File: src/rtl/prio_irq_pkg.sv
package prio_irq_pkg;
  localparam int NUM_SRC = 4;
  localparam int CODE_W  = 2;
  localparam int VEC_W   = 8;
  localparam int PAD_W   = VEC_W - CODE_W;

  typedef logic [NUM_SRC-1:0] src_vec_t;
  typedef logic [CODE_W-1:0]  code_t;
  typedef logic [VEC_W-1:0]   vec_t;
endpackage

File: src/rtl/irq_pend_reg.sv
module irq_pend_reg
  import prio_irq_pkg::*;
#(
  parameter int N = NUM_SRC
) (
  input  logic         clk,
  input  logic         rst_n,
  input  logic [N-1:0] req_i,
  input  logic [N-1:0] clr_i,
  output logic [N-1:0] pend_o
);
  logic [N-1:0] req_q;
  logic [N-1:0] pend_q;
  logic [N-1:0] pend_d;
  logic [N-1:0] rise;

  for (genvar k = 0; k < N; k++) begin : g_bit
    always_comb begin
      rise[k]   = req_i[k] & ~req_q[k];
      pend_d[k] = (pend_q[k] & ~clr_i[k]) | rise[k];
    end

    always_ff @(posedge clk or negedge rst_n) begin
      if (!rst_n) begin
        req_q[k]  <= 1'b0;
        pend_q[k] <= 1'b0;
      end else begin
        req_q[k]  <= req_i[k];
        pend_q[k] <= pend_d[k];
      end
    end


    pend_hold_chk: assert property (@(posedge clk) disable iff (!rst_n)
      (pend_q[k] && !clr_i[k]) |=> pend_q[k]);


    clr_race_chk: assert property (@(posedge clk) disable iff (!rst_n)
      (clr_i[k] && req_i[k] && !req_q[k]) |=> pend_q[k]);
  end

  assign pend_o = pend_q;
endmodule

File: src/rtl/irq_mask_reg.sv
module irq_mask_reg
  import prio_irq_pkg::*;
#(
  parameter int N = NUM_SRC
) (
  input  logic         clk,
  input  logic         rst_n,
  input  logic [N-1:0] set_i,
  input  logic [N-1:0] clr_i,
  output logic [N-1:0] mask_o
);
  logic [N-1:0] mask_q;
  logic [N-1:0] mask_d;

  always_comb begin
    mask_d = (mask_q | set_i) & ~clr_i;
  end

  always_ff @(posedge clk or negedge rst_n) begin
    if (!rst_n) mask_q <= '0;
    else        mask_q <= mask_d;
  end

  for (genvar k = 0; k < N; k++) begin : g_chk

    mask_clr_win_chk: assert property (@(posedge clk) disable iff (!rst_n)
      clr_i[k] |=> !mask_q[k]);
  end

  assign mask_o = mask_q;
endmodule

File: src/rtl/irq_prio_enc.sv
module irq_prio_enc
  import prio_irq_pkg::*;
(
  input  src_vec_t act_i,
  output logic     x_o,
  output logic     y_o,
  output logic     ist_o
);
  always_comb begin
    x_o   = ~act_i[0] & ~act_i[1];
    y_o   = (~act_i[0] & act_i[1]) | (~act_i[0] & ~act_i[2]);
    ist_o = |act_i;
  end
endmodule

File: src/rtl/irq_enable_ctl.sv
module irq_enable_ctl (
  input  logic clk,
  input  logic rst_n,
  input  logic set_i,
  input  logic clr_i,
  input  logic ack_i,
  output logic ien_o
);
  logic ien_q;
  logic ien_d;

  always_comb begin
    ien_d = ien_q;
    if (set_i)          ien_d = 1'b1;
    if (clr_i || ack_i) ien_d = 1'b0;
  end

  always_ff @(posedge clk or negedge rst_n) begin
    if (!rst_n) ien_q <= 1'b0;
    else        ien_q <= ien_d;
  end


  ien_clr_chk: assert property (@(posedge clk) disable iff (!rst_n)
    clr_i |=> !ien_q);


  ien_set_chk: assert property (@(posedge clk) disable iff (!rst_n)
    (set_i && !clr_i && !ack_i) |=> ien_q);


  ack_drop_chk: assert property (@(posedge clk) disable iff (!rst_n)
    ack_i |=> !ien_q);

  assign ien_o = ien_q;
endmodule

File: src/rtl/prio_irq_ctrl.sv
module prio_irq_ctrl
  import prio_irq_pkg::*;
(
  input  logic               clk,
  input  logic               rst_n,
  input  logic [NUM_SRC-1:0] req_i,
  input  logic [NUM_SRC-1:0] pend_clr_i,
  input  logic [NUM_SRC-1:0] mask_set_i,
  input  logic [NUM_SRC-1:0] mask_clr_i,
  input  logic               ien_set_i,
  input  logic               ien_clr_i,
  input  logic               inta_i,
  output logic               irq_o,
  output logic [VEC_W-1:0]   data_o,
  output logic               data_oe_o
);
  src_vec_t pend;
  src_vec_t mask;
  src_vec_t act;
  logic     enc_x;
  logic     enc_y;
  logic     ist;
  logic     ien;
  code_t    code;

  irq_pend_reg #(.N(NUM_SRC)) u_pend (
    .clk    (clk),
    .rst_n  (rst_n),
    .req_i  (req_i),
    .clr_i  (pend_clr_i),
    .pend_o (pend)
  );

  irq_mask_reg #(.N(NUM_SRC)) u_mask (
    .clk    (clk),
    .rst_n  (rst_n),
    .set_i  (mask_set_i),
    .clr_i  (mask_clr_i),
    .mask_o (mask)
  );

  assign act = pend & mask;

  irq_prio_enc u_enc (
    .act_i (act),
    .x_o   (enc_x),
    .y_o   (enc_y),
    .ist_o (ist)
  );

  irq_enable_ctl u_ien (
    .clk   (clk),
    .rst_n (rst_n),
    .set_i (ien_set_i),
    .clr_i (ien_clr_i),
    .ack_i (inta_i),
    .ien_o (ien)
  );

  assign code = {enc_x, enc_y};

  always_comb begin
    irq_o     = ien & ist;
    data_oe_o = inta_i;
    data_o    = '0;
    if (inta_i) data_o = {{PAD_W{1'b0}}, code};
  end


  prio_pick_chk: assert property (@(posedge clk) disable iff (!rst_n)
    (ist && inta_i) |-> (act[data_o[CODE_W-1:0]] &&
      ((act & ((src_vec_t'(1) << data_o[CODE_W-1:0]) - src_vec_t'(1))) == '0)));


  irq_source_chk: assert property (@(posedge clk) disable iff (!rst_n)
    irq_o |-> ((pend & mask) != '0));


  vec_pad_chk: assert property (@(posedge clk) disable iff (!rst_n)
    data_oe_o |-> (data_o[VEC_W-1:CODE_W] == '0));


  bus_idle_chk: assert property (@(posedge clk) disable iff (!rst_n)
    !data_oe_o |-> (data_o == '0));
endmodule

File: config.mk
export PLATFORM = sky130hd
export DESIGN_NAME = prio_irq_ctrl
export DESIGN_NICKNAME = d
export VERILOG_FILES = /design/src/rtl/prio_irq_pkg.sv /design/src/rtl/irq_pend_reg.sv /design/src/rtl/irq_mask_reg.sv /design/src/rtl/irq_prio_enc.sv /design/src/rtl/irq_enable_ctl.sv /design/src/rtl/prio_irq_ctrl.sv
export SDC_FILE = /design/constraint.sdc
export NUM_CORES = 1
export LEC_CHECK = 0
export CAP_MARGIN = 25
export CORE_MARGIN = 5
export CORE_UTILIZATION = 40
export CTS_BUF_LIST = sky130_fd_sc_hd__clkbuf_16
export DETAILED_ROUTE_END_ITERATION = 7
export PLACE_DENSITY = 0.86
export SYNTH_ARGS = -nofsm -noshare
export SYNTH_HDL_FRONTEND = slang
export SYNTH_HIERARCHICAL = 1
export SYNTH_SLANG_ARGS = --single-unit
export TNS_END_PERCENT = 5
File: constraint.sdc
create_clock -name clk -period 1.9 [get_ports clk]
set_input_delay 0.38 -clock clk [delete_from_list [all_inputs] [get_ports clk]]
set_output_delay 0.38 -clock clk [all_outputs]
set_load 0.03 [all_outputs]
**Word level (Yosys, flattened, before mapping)**

Index checks and enable logic that the tools add are counted.

- Register bits after elaboration: 13
- Bits of input ports: 21
- Output and inout port bits: 10
- Logic and storage cells: 48

- Multiplexer cells: 3
- Bitwise gates (word level): 32
- Reduce and logical (&&, ||, !) cells: 3

Operators by type and width:

| operator | number |
|---|---|
| $and A1 B1 Y1 | 12 |
| $not A1 Y1 | 11 |
| $and A4 B4 Y4 | 2 |
| $or A1 B1 Y1 | 5 |
| $not A4 Y4 | 1 |
| $or A4 B4 Y4 | 1 |
| $reduce_or A4 Y1 | 1 |
| $mux W1 | 2 |
| $mux W2 | 1 |
| $reduce_bool A2 Y1 | 1 |
| $logic_or A1 B1 Y1 | 1 |

**Depth between registers and ports, before layout**

Gate-level depths: netlist of the first run.

- Depth after elaboration: 5
- Depth in mapped cells: 4
- Gate-level depth less buffers: 4

**Modules after synthesis**

Netlist of the first run, hierarchy kept.

By module, submodules not included:

| module | instances | cells an instance | area an instance (sq um) |
|---|---|---|---|
| irq_pend_reg | 1 | 20 | 280.3 |
| irq_mask_reg | 1 | 8 | 140.1 |
| prio_irq_ctrl | 1 | 15 | 100.1 |
| irq_enable_ctl | 1 | 3 | 38.8 |
| irq_prio_enc | 1 | 5 | 26.3 |

**Worst setup path after synthesis of the first run**

Ideal clock, no wire load.

- Path type: register to output
- Start: reg u_pend.pend_q[2] (netlist: u_pend/pend_o[2])
- End: out data_o[0]
- Arrival: 0.928 ns
- Data required time: 1.520 ns
- Path slack: 0.592 ns
- Stages on the path, launching flop included: 4
- Path buffers: 0
- Cell sequence: dfrtp_1 -> and2_1 -> a21oi_2 -> and2_1

- Longest elaborated chain between the ends: 5

Ends and longest elaborated chain:

| item | RTL line | source |
|---|---|---|
| from (decl) | irq_pend_reg.sv:13 | `logic [N-1:0] pend_q;` |
| from (signal, indexed assignment) | irq_pend_reg.sv:29 | `pend_q[k] <= pend_d[k];` |
| $and A4 B4 Y4 | prio_irq_ctrl.sv:42 | `assign act = pend & mask;` |
| net act[2] | prio_irq_ctrl.sv:19 | `src_vec_t act;` |
| $not A1 Y1 | irq_prio_enc.sv:11 | `y_o = (~act_i[0] & act_i[1]) \| (~act_i[0] & ~act_i[2]);` |
| $and A1 B1 Y1 | irq_prio_enc.sv:11 |  |
| $or A1 B1 Y1 | irq_prio_enc.sv:11 |  |
| net enc_y | prio_irq_ctrl.sv:21 | `logic enc_y;` |
| $mux W2 | prio_irq_ctrl.sv:66 | `if (inta_i) data_o = {{PAD_W{1'b0}}, code};` |
| to (decl) | prio_irq_ctrl.sv:14 | `output logic [VEC_W-1:0] data_o,` |

The timed path passes the listed nets, and every way through them passes these cells.

**Worst setup path in the final report of the first run**

- Start: reg u_pend.pend_q[2] (netlist: u_pend/pend_o[2])
- End: out irq_o

- Longest elaborated chain between the ends: 3

Ends and longest elaborated chain:

| item | RTL line | source |
|---|---|---|
| $and A4 B4 Y4 | prio_irq_ctrl.sv:42 |  |
| net act[2] | prio_irq_ctrl.sv:19 |  |
| $reduce_or A4 Y1 | irq_prio_enc.sv:12 | `ist_o = \|act_i;` |
| net ist | prio_irq_ctrl.sv:22 | `logic ist;` |
| $and A1 B1 Y1 | prio_irq_ctrl.sv:63 | `irq_o = ien & ist;` |
| to (decl) | prio_irq_ctrl.sv:13 | `output logic irq_o,` |

The timed path passes the listed nets, and every way through them passes these cells.

==> results.txt, run 1 <==
----------------------------------------------------
[Timing]
  Final total negative setup slack ... 0 ps
  Slew Limit Headroom ... a little over three fifths
  Pins Over Slew Limit ... 0
  Count of endpoints failing hold in the final timing report ... 0
  Total of endpoints with negative setup slack in the final report ... 0
  Worst Skew ... ~1.2 ps
  Period utilization ... 93.91%
  Setup repair after global routing missed its margin ... false
  Slew at the pin closest to its max-slew limit ... between 500 and 600 ps
  Highest Clock Rate ... roughly 560 MHz
  Time the worst path needs with I/O delays and setup ... ~1800 ps

[Setup path]
  Crit Path Max Fanout ... 2
  Category of the worst setup path launch point ... flop
  Arrival time of the worst setup path ... between 1000 and 1500 ps
  Critical setup path kind ... flop to output pin
  Data required, critical path ... 1520 ps
  Critical Path End Type ... output pin

[Die]
  Area of the die ... 2329 sq um
  Area of the core ... around 1400 sq um
  Die outline width ... roughly 48 um
  Die boundary height ... between 40 and 50 um
  Cell row count ... 13
  Top-Level Pins ... 31
  Starting density of the core ... between 40 and 50%

[Synthesis]
  Top cells by area in the synthesized netlist ... sky130_fd_sc_hd__dfrtp_1 (56%), sky130_fd_sc_hd__buf_4 (9.0%), sky130_fd_sc_hd__o22ai_2 (8.5%), sky130_fd_sc_hd__and2_1 (7.5%), sky130_fd_sc_hd__o21ba_1 (6.8%)
  Cells after synthesis ... 51
  Mean post-synth cell area ... between 10 and 15 sq um
  Post-synth EDFFs ... 0
  Fraction of registers with async set or reset after synthesis ... 100.0%
  Most used standard cells in the synthesized netlist ... sky130_fd_sc_hd__dfrtp_1 (13), sky130_fd_sc_hd__inv_1 (9), sky130_fd_sc_hd__and2_1 (7), sky130_fd_sc_hd__buf_4 (7)
  Most used flip-flop cell after synthesis ... sky130_fd_sc_hd__dfrtp_1
  Flip-flop and latch count after synthesis ... 13
  Number of warnings printed during yosys synthesis ... 6
  Library cell with the highest instance count after synthesis ... sky130_fd_sc_hd__dfrtp_1
  Synth cell types ... 12
  Top cell type's share of synthesized area ... approximately 56%
  Leading area contributor after synthesis ... sky130_fd_sc_hd__dfrtp_1
  Sequential element share of the synthesized area ... 55.56%
  Synthesized cell area ... slightly below 600 sq um

[Layout]
  Share of layout cells above drive strength 1 ... ~17%
  FILL cells ... 110
  Antenna Cells ... 0
  Net count of the finished layout ... slightly below 100
  Area growth from synthesis to layout ... 50.43%
  FF+latch area ... between 300 and 400 sq um
  Total area of multi-input combinational cells ... just under 200 sq um
  Final instance area ... between 800 and 900 sq um
  Core utilization of the finished layout ... ~65%

[Pwr]
  Cell leakage power ... approximately 0.00044 uW
  Power, Total ... between 800 and 900 uW
  Power density over the cells ... ~910 nW/um^2
  Maximum vdd ir drop ... between 0.0005 and 0.0006 V

[CTS]
  Clock sink total ... 13
  Clock latency on the worst-skew pair ... roughly 230 ps
  CTS max path bufs ... 2
  Total number of H-tree levels ... 1
  Clock tree from TritonCTS ... yes
  CTS root buf ... sky130_fd_sc_hd__clkbuf_16
  Reg clk slew, reported paths ... 40 ps
  Cts bufs inserted ... 3

[Global route]
  Antenna violations before repair ... 0
  Global Route Usage Sum ... ~11%
  Number of global-route vias before repair ... between 400 and 500
  Global-route wire length before repair ... ~1600 um
  GR Overflow Total ... 0
  Largest net degree at the start of global routing ... 14

[Drt]
  Post-DR vias/cell ... between 4 and 5
  Initial DRC count ... 2
  Drt drc ... 0
  Vias ... between 300 and 400
  DRT Pass-1 Iters ... 3
  Post-Route WL ... between 1000 and 1500 um
  Residual antenna-violating net count after detailed routing ... 0
  Average wire length per cell after detail routing ... roughly 11 um

[Worst hold path]
  Class of the tightest hold or removal check ... flop to flop

[Placed design]
  Routability Congestion ... between 0.6 and 0.7
  Cell area after placement ... roughly 800 sq um
  Input/output buffers ... 24

[Run]
  Max-cap violations ... 0

[Run status]
  Outcome ... finished, final reports clean

----------------------------------------------------
==> critical path, stage by stage (launching register included) <==
cell                            delay (ps)
sky130_fd_sc_hd__dfrtp_1               370
sky130_fd_sc_hd__and2_1                190
sky130_fd_sc_hd__nor2_1                100
sky130_fd_sc_hd__nand2_1                50
sky130_fd_sc_hd__and2_1                120
sky130_fd_sc_hd__dlygate4sd2_1         340
==> where the power goes <==
group / internal [uW] / leakage, uW / switching (uW) / total [uW]
Clock: 276 / 0.0000423 / 99.2 / 375
Sequential: 297 / 0.000159 / 8.98 / 306
Combinational: 65.0 / 0.000240 / 58.4 / 123
==> metrics by stage <==
step | std cells | setup WS (ps) | hold WS, ps
final | 92 | 115.7 | 429.1
after floorplan | 56 | 591.8 | 84.41
after global placement | 88 | 128.6 | 415.2
after detailed placement | 88 | 111.7 | 420.9
after CTS | 92 | 95.61 | 432.8
after global routing | 92 | 10.85 | 442.4
==> cells in the final DEF (no fill, tap or decap) <==
cell type / count
sky130_fd_sc_hd__a21oi_2: 1
sky130_fd_sc_hd__and2_1: 7
sky130_fd_sc_hd__buf_4: 3
sky130_fd_sc_hd__clkbuf_16: 3
sky130_fd_sc_hd__clkdlybuf4s50_1: 20
sky130_fd_sc_hd__conb_1: 6
sky130_fd_sc_hd__dfrtp_1: 13
sky130_fd_sc_hd__dlygate4sd2_1: 1
sky130_fd_sc_hd__inv_1: 10
sky130_fd_sc_hd__nand2_1: 1
sky130_fd_sc_hd__nor2_1: 2
sky130_fd_sc_hd__nor2_2: 1
sky130_fd_sc_hd__nor3_2: 1
sky130_fd_sc_hd__o21ba_1: 4
sky130_fd_sc_hd__o22ai_2: 4
==> metal layers <==
layer  up-vias  track usage [%]  share of wire (%)
met5         -                0                  0
met4         0            9.677               0.78
met3         2            3.321                 13
met2        23            18.49                 49
met1       177            10.42                 37
li1        197                -                  -
==> registers in the layout, summed over array words and instances, names as in the netlist <==
signal,cells
u_ien/ien_o,1
u_mask/mask_o,4
u_pend/pend_o,4
u_pend/req_q,4
==> cells by family (layout without fill, tap and decap cells) <==
group                  count (synthesis)  after routing  synth area share, %
DFF                                   13             13                55.56
AOI/OAI and AO/OA                      9              9                16.88
other                                  1              6               0.6404
and+or+nand+nor                       12             12                12.18
buffers and inverters                 16             37                14.74
==> path summary, 6_finish.rpt <==
path                                  startpoint                to  slack (ps)  cells after the start
worst max-delay path            u_pend/pend_o[2]             irq_o         120                      5
max in group asynchronous                  rst_n  u_mask/mask_o[0]        1030                      1
worst min register to register   u_pend/req_q[0]  u_pend/pend_o[0]         430                      1
worst min-delay path             u_pend/req_q[0]  u_pend/pend_o[0]         430                      1
min in group asynchronous                  rst_n   u_pend/req_q[3]         510                      1
worst max register to register  u_mask/mask_o[1]  u_mask/mask_o[1]        1230                      1
==> layout make-up <==
cell class                      count  area share (%)
Sequential cell                    13           36.93
Timing Repair Buffer               24           26.28
Multi-Input combinational cell     27           21.88
Clock buffer                        3           8.523
Inverter                            9           3.835
Tap cell                           15           2.131
Clock inverter                      1          0.4261
==> repair_timing <==
action	in CTS	in global routing
hold buffers	0	0
endpoints found under the setup margin	1	0
setup buffers	0	0
resized for setup	1	0
No activity file was read; power rests on OpenSTA's default activity.
==> inputs of run 2 (changes only) <==
--- a/config.mk
+++ b/config.mk
@@ -5,6 +5,7 @@
 export SDC_FILE = /design/constraint.sdc
 export NUM_CORES = 1
 export LEC_CHECK = 0
+export ABC_AREA = 1
 export CAP_MARGIN = 25
 export CORE_MARGIN = 5
 export CORE_UTILIZATION = 40
==> results.txt, run 2 <==
----------------------------------------------------
[CTS]
  CTS root buf ... sky130_fd_sc_hd__clkbuf_16
  Reg clk slew, reported paths ... 40 ps
  CTS max path bufs ... 2
  Total number of H-tree levels ... 1
  Cts bufs inserted ... 3
  Setup fix buffers added after clock tree synthesis ... 0
  Clock tree from TritonCTS ... yes
  # hold bufs at CTS ... 0
  Clock latency on the worst-skew pair ... roughly 240 ps
  Clock sink total ... 13

[Die]
  Starting density of the core ... 43.74%
  Area of the core ... approximately 1400 sq um
  Top-Level Pins ... 31
  Die boundary height ... between 40 and 50 um
  Cell row count ... 13
  Area of the die ... 2345 sq um
  Die outline width ... ~48 um

[Layout]
  Share of layout cells above drive strength 1 ... ~8%
  Net count of the finished layout ... between 100 and 150
  Cell Count, Final, Fillers Out ... 117
  Area growth from synthesis to layout ... 50.00%
  Core utilization of the finished layout ... 65.62%
  Antenna Cells ... 0
  Most frequent cells in the layout ... sky130_fd_sc_hd__nand2_1 (24), sky130_fd_sc_hd__clkdlybuf4s50_1 (20), sky130_fd_sc_hd__inv_1 (19)
  Leading cell type in the layout, fill and taps excluded ... sky130_fd_sc_hd__nand2_1

[Timing]
  Slew at the pin closest to its max-slew limit ... roughly 570 ps
  Slew Limit Headroom ... approximately 62%
  Highest Clock Rate ... between 500 and 600 MHz
  Total of endpoints with negative setup slack in the final report ... 0
  Pins Over Slew Limit ... 0
  Final total negative setup slack ... 0 ps
  Count of endpoints failing hold in the final timing report ... 0
  Worst Skew ... roughly 1.2 ps
  Time the worst path needs with I/O delays and setup ... roughly 1700 ps
  Period utilization ... between 90% and 100%
  Setup repair after global routing missed its margin ... false

[Setup path]
  Critical path's most frequent cell ... sky130_fd_sc_hd__nand2_1
  Arrival time of the worst setup path ... between 1000 and 1500 ps
  Startpoint of the worst-slack reg-to-reg timing path ... u_ien/ien_o
  Critical setup path kind ... flop to output pin
  Chain of cells forming the critical path ... nand2_1 -> inv_1 -> nor2_2 -> nand2_1 -> nand2_1 -> inv_1 -> dlygate4sd2_1
  Category of the worst setup path launch point ... flop
  Crit Path Max Fanout ... 2
  Logic depth of the worst register-to-register path ... 2
  Data required, critical path ... between 1500 and 2000 ps
  Slowest stage cell, crit path ... sky130_fd_sc_hd__dfrtp_1
  Delay of the slowest critical-path stage ... 370 ps
  Worst setup path startpoint ... u_pend/pend_o[1]
  Critical Path End Type ... output pin

[Global route]
  Largest net degree at the start of global routing ... 14
  GR Overflow Total ... 0
  Most Used Layer, Global Route ... met2
  Number of global-route vias before repair ... around 470
  Met3 usage ... 4.281%
  Antenna violations before repair ... 0
  Global-route wire length before repair ... about 1800 um
  Global routing met1 resource utilization ... around 8.6%
  GR Util met2 ... between 10% and 20%
  Global Route Usage Sum ... between 10% and 20%

[Drt]
  Post-DR vias/cell ... slightly above 4
  Residual antenna-violating net count after detailed routing ... 0
  Vias ... 480
  Post-Route WL ... between 1000 and 1500 um
  Drt drc ... 0
  Initial DRC count ... 0
  Average wire length per cell after detail routing ... around 10 um
  DRT Pass-1 Iters ... 1

[Synthesis]
  Sequential element share of the synthesized area ... a little under three fifths
  Library cell with the highest instance count after synthesis ... sky130_fd_sc_hd__nand2_1
  Top cells by area in the synthesized netlist ... sky130_fd_sc_hd__dfrtp_1 (55%), sky130_fd_sc_hd__nand2_1 (15%), sky130_fd_sc_hd__inv_1 (11%), sky130_fd_sc_hd__buf_4 (8.9%), sky130_fd_sc_hd__nor2_1 (7.0%)
  Most used standard cells in the synthesized netlist ... sky130_fd_sc_hd__nand2_1 (24), sky130_fd_sc_hd__inv_1 (18), sky130_fd_sc_hd__dfrtp_1 (13)
  Leading area contributor after synthesis ... sky130_fd_sc_hd__dfrtp_1
  Cells after synthesis ... 76
  Fraction of registers with async set or reset after synthesis ... 100.0%
  Top cell type's share of synthesized area ... 55.08%
  Number of warnings printed during yosys synthesis ... 6
  Flip-flop and latch count after synthesis ... 13
  Synthesized cell area ... 590.6 sq um
  Mean post-synth cell area ... 7.771 sq um
  Most used flip-flop cell after synthesis ... sky130_fd_sc_hd__dfrtp_1
  Synth cell types ... 8
  Post-synth EDFFs ... 0

[Worst hold path]
  Worst hold path startpoint ... u_pend/pend_o[2]
  Class of the tightest hold or removal check ... flop to flop
  Cell depth of the worst hold path ... 2

[Placed design]
  Routability Congestion ... 0.6804
  Placed cell count ... roughly 110
  Half-perimeter wire length after placement ... ~930 um
  Input/output buffers ... 24

[Pwr]
  Power density over the cells ... 912.3 nW/um^2
  Power, Total ... ~800 uW
  Cell leakage power ... 0.0005206 uW
  Maximum vdd ir drop ... 0.0005725 V

[Run]
  Max-cap violations ... 0

[Run status]
  Outcome ... finished, final reports clean

----------------------------------------------------
[run 2: stage by stage]
stage	setup WS, ps	cell area, sq um	hold WS (ps)
after floorplan	678.6	609.3	84.41
after global placement	199.9	808.3	456.5
after detailed placement	180.1	808.3	465.0
after CTS	169.6	885.9	471.2
after global routing	105.0	885.9	490.4
final	183.7	885.9	472.2
[run 2: final timing paths]
check	endpoint	slack, ps
max	irq_o	180
min	u_pend/pend_o[2]	470
max reg2reg	u_ien/ien_o	1230
min reg2reg	u_pend/pend_o[2]	470
max in group asynchronous	u_ien/ien_o	1020
min in group asynchronous	u_pend/req_q[3]	510
[run 2: timing repair]
item,in CTS,in global routing
endpoints found under the setup margin,1,0
endpoints found under the hold margin,0,0
resized for setup,1,0
[run 2: final cells by class]
class	count	area [sq um]
clock inverter	1	3.754
inverter	19	71.32
sequential	13	325.3
fill	116	464.2
multi-input combinational	42	160.2
tap	15	18.77
clock buffer	3	75.07
timing repair buffer	24	231.5
[run 2: power by group]
part,internal (uW),leakage (uW),switching [uW]
clock network,277,0.0000423,106
registers,297,0.000159,9.00
logic,57.1,0.000320,62.8
total,630,0.000521,178
[run 2: kinds of logic (layout without fill, tap and decap cells)]
family | Yosys count | in the layout | synth area share, %
other | 1 | 6 | 0.6350
and+or+nand+nor | 36 | 36 | 23.31
DFF | 13 | 13 | 55.08
buffers and inverters | 26 | 47 | 20.97
[run 2: critical path, delay by kind of cell (launching register included)]
kind | cells | cell delay, ps
flip-flops | 1 | 370
AND/OR/NAND/NOR | 4 | 290
buffers and inverters | 3 | 440
[run 2: per-layer routing]
layer / vias up / routed length (um)
met1: 198 / 416
met3: 4 / 133
li1: 254 / -
met2: 24 / 594
met4: 0 / 29
met5: - / 0
==> inputs of run 3 (changes only) <==
--- a/config.mk
+++ b/config.mk
@@ -7,11 +7,12 @@
 export LEC_CHECK = 0
 export ABC_AREA = 1
 export CAP_MARGIN = 25
-export CORE_MARGIN = 5
 export CORE_UTILIZATION = 40
 export CTS_BUF_LIST = sky130_fd_sc_hd__clkbuf_16
 export DETAILED_ROUTE_END_ITERATION = 7
 export PLACE_DENSITY = 0.86
+export SETUP_SLACK_MARGIN = 0.02
+export SKIP_LAST_GASP = 1
 export SYNTH_ARGS = -nofsm -noshare
 export SYNTH_HDL_FRONTEND = slang
 export SYNTH_HIERARCHICAL = 1
==> results.txt, run 3 (synthesis gave the netlist of run 2 again) <==
----------------------------------------------------
[Run status]
  Outcome ... finished, final reports clean

[Layout]
  Net count of the finished layout ... about 120
  Area growth from synthesis to layout ... 50.21%
  Antenna Cells ... 0
  Most frequent cells in the layout ... sky130_fd_sc_hd__nand2_1 (24), sky130_fd_sc_hd__clkdlybuf4s50_1 (20), sky130_fd_sc_hd__inv_1 (18)
  Share of layout cells above drive strength 1 ... 8.824%
  Leading cell type in the layout, fill and taps excluded ... sky130_fd_sc_hd__nand2_1

[CTS]
  CTS max path bufs ... 2
  Setup fix buffers added after clock tree synthesis ... 0
  # hold bufs at CTS ... 0
  Clock latency on the worst-skew pair ... around 240 ps
  Total number of H-tree levels ... 1
  Cts bufs inserted ... 3
  Reg clk slew, reported paths ... 40 ps
  CTS root buf ... sky130_fd_sc_hd__clkbuf_16
  Clock sink total ... 13
  Clock tree from TritonCTS ... yes
  Post-CTS resize count ... 1

[Drt]
  Post-Route WL ... about 1000 um
  Vias ... 482
  Average wire length per cell after detail routing ... 8.564 um
  DRT Pass-1 Iters ... 3
  Post-DR vias/cell ... 4.120
  Residual antenna-violating net count after detailed routing ... 0
  Drt drc ... 0
  Initial DRC count ... 1

[Setup path]
  Critical path's most frequent cell ... sky130_fd_sc_hd__nand2_1
  Count of cell instances traversed by the critical path ... 7
  Arrival time of the worst setup path ... approximately 1300 ps
  Slowest stage cell, crit path ... sky130_fd_sc_hd__dfrtp_1
  Endpoint of the worst register-to-register path ... u_ien/ien_o
  Startpoint of the worst-slack reg-to-reg timing path ... u_ien/ien_o
  Family with the most delay on the worst path ... buffers and inverters
  Critical Path End Type ... output pin
  Delay of the slowest critical-path stage ... between 300 and 400 ps
  Category of the worst setup path launch point ... flop
  Register-to-register setup slack ... 1240 ps
  Crit Path Max Fanout ... 2
  Critical setup path kind ... flop to output pin
  Data required, critical path ... between 1500 and 2000 ps
  Logic depth of the worst register-to-register path ... 2
  Buf+Inv Stages, Crit Path ... 3
  Chain of cells forming the critical path ... nand2_1 -> inv_1 -> nor2_2 -> nand2_1 -> nand2_1 -> inv_1 -> dlygate4sd2_1

[Placed design]
  Half-perimeter wire length after placement ... between 700 and 800 um
  Routability Congestion ... ~0.64
  Input/output buffers ... 24

[Timing]
  Total of endpoints with negative setup slack in the final report ... 0
  Highest Clock Rate ... 583.7 MHz
  Worst Skew ... between 2 and 3 ps
  Time the worst path needs with I/O delays and setup ... around 1700 ps
  Setup repair after global routing missed its margin ... false
  Slew Limit Headroom ... between 60% and 70%
  Period utilization ... 90.16%
  Final total negative setup slack ... 0 ps
  Count of endpoints failing hold in the final timing report ... 0
  Slew at the pin closest to its max-slew limit ... between 500 and 600 ps
  Pins Over Slew Limit ... 0

[Worst hold path]
  Destination of the worst hold path ... u_pend/pend_o[0]
  Class of the tightest hold or removal check ... flop to flop
  Worst hold path startpoint ... u_pend/req_q[0]
  Cell depth of the worst hold path ... 3

[Global route]
  GR Overflow Total ... 0
  Number of global-route vias before repair ... 380
  Antenna violations before repair ... 0
  Global Route Usage Sum ... 15.49%
  Largest net degree at the start of global routing ... 14
  Global-route wire length before repair ... approximately 1500 um

[Die]
  Starting density of the core ... about 44%
  Area of the core ... approximately 1300 sq um
  Top-Level Pins ... 31
  Cell row count ... 13
  Die outline width ... ~40 um
  Area of the die ... between 1500 and 2000 sq um
  Die boundary height ... about 40 um

[Pwr]
  Cell leakage power ... 0.0005192 uW
  Maximum vdd ir drop ... approximately 0.00058 V
  Power density over the cells ... 920.1 nW/um^2
  Power, Total ... around 820 uW

[Run]
  Max-cap violations ... 0

----------------------------------------------------
==> run 3: how the worst max path moves through the flow <==
| stage | start | to |
|---|---|---|
| after floorplan | u_pend/pend_o[0] | data_o[0] |
| after global placement | u_pend/pend_o[1] | irq_o |
| after detailed placement | u_pend/pend_o[1] | irq_o |
| after CTS | u_pend/pend_o[1] | irq_o |
| after global routing | u_pend/pend_o[1] | irq_o |
| final | u_pend/pend_o[1] | irq_o |
==> run 3: layout make-up <==
cell class,instances,area (sq um)
Fill cell,116,446.7
Sequential cell,13,325.3
Timing Repair Buffer,24,231.5
Multi-Input combinational cell,42,160.2
Clock buffer,3,75.07
Inverter,19,71.32
Tap cell,15,18.77
Clock inverter,1,5.005
==> run 3: worst register-to-register path, cell delays in order (launching register included) <==
cell,delay (ps)
sky130_fd_sc_hd__dfrtp_1,390
sky130_fd_sc_hd__nor2_1,110
sky130_fd_sc_hd__nor2_1,60
==> run 3: metal layers <==
metal,up-vias,part of all wire [%],GRT usage (%)
met1,207,39,15.22
met4,0,1.9,10.00
met2,24,51,27.38
met5,-,0,0
met3,2,8.2,5.000
li1,249,-,-
==> run 3: power breakdown <==
group | internal [uW] | switching [uW] | leakage [uW]
registers | 296 | 9.12 | 0.000159
clock network | 279 | 112 | 0.0000409
logic | 57.2 | 62.0 | 0.000320
total | 633 | 183 | 0.000519
==> run 3: metrics by stage <==
stage | setup slack, ps | utilization [%] | hold slack, ps | area, sq um | instances
finish | 186.9 | 66.51 | 470.0 | 887.1 | 117
global route | 85.09 | 66.51 | 494.9 | 887.1 | 117
CTS | 170.1 | 66.51 | 473.1 | 887.1 | 117
detailed placement | 202.5 | 60.60 | 465.8 | 808.3 | 113
global placement | 204.7 | 60.60 | 456.5 | 808.3 | 113
floorplan | 678.6 | - | 84.41 | 609.3 | 81
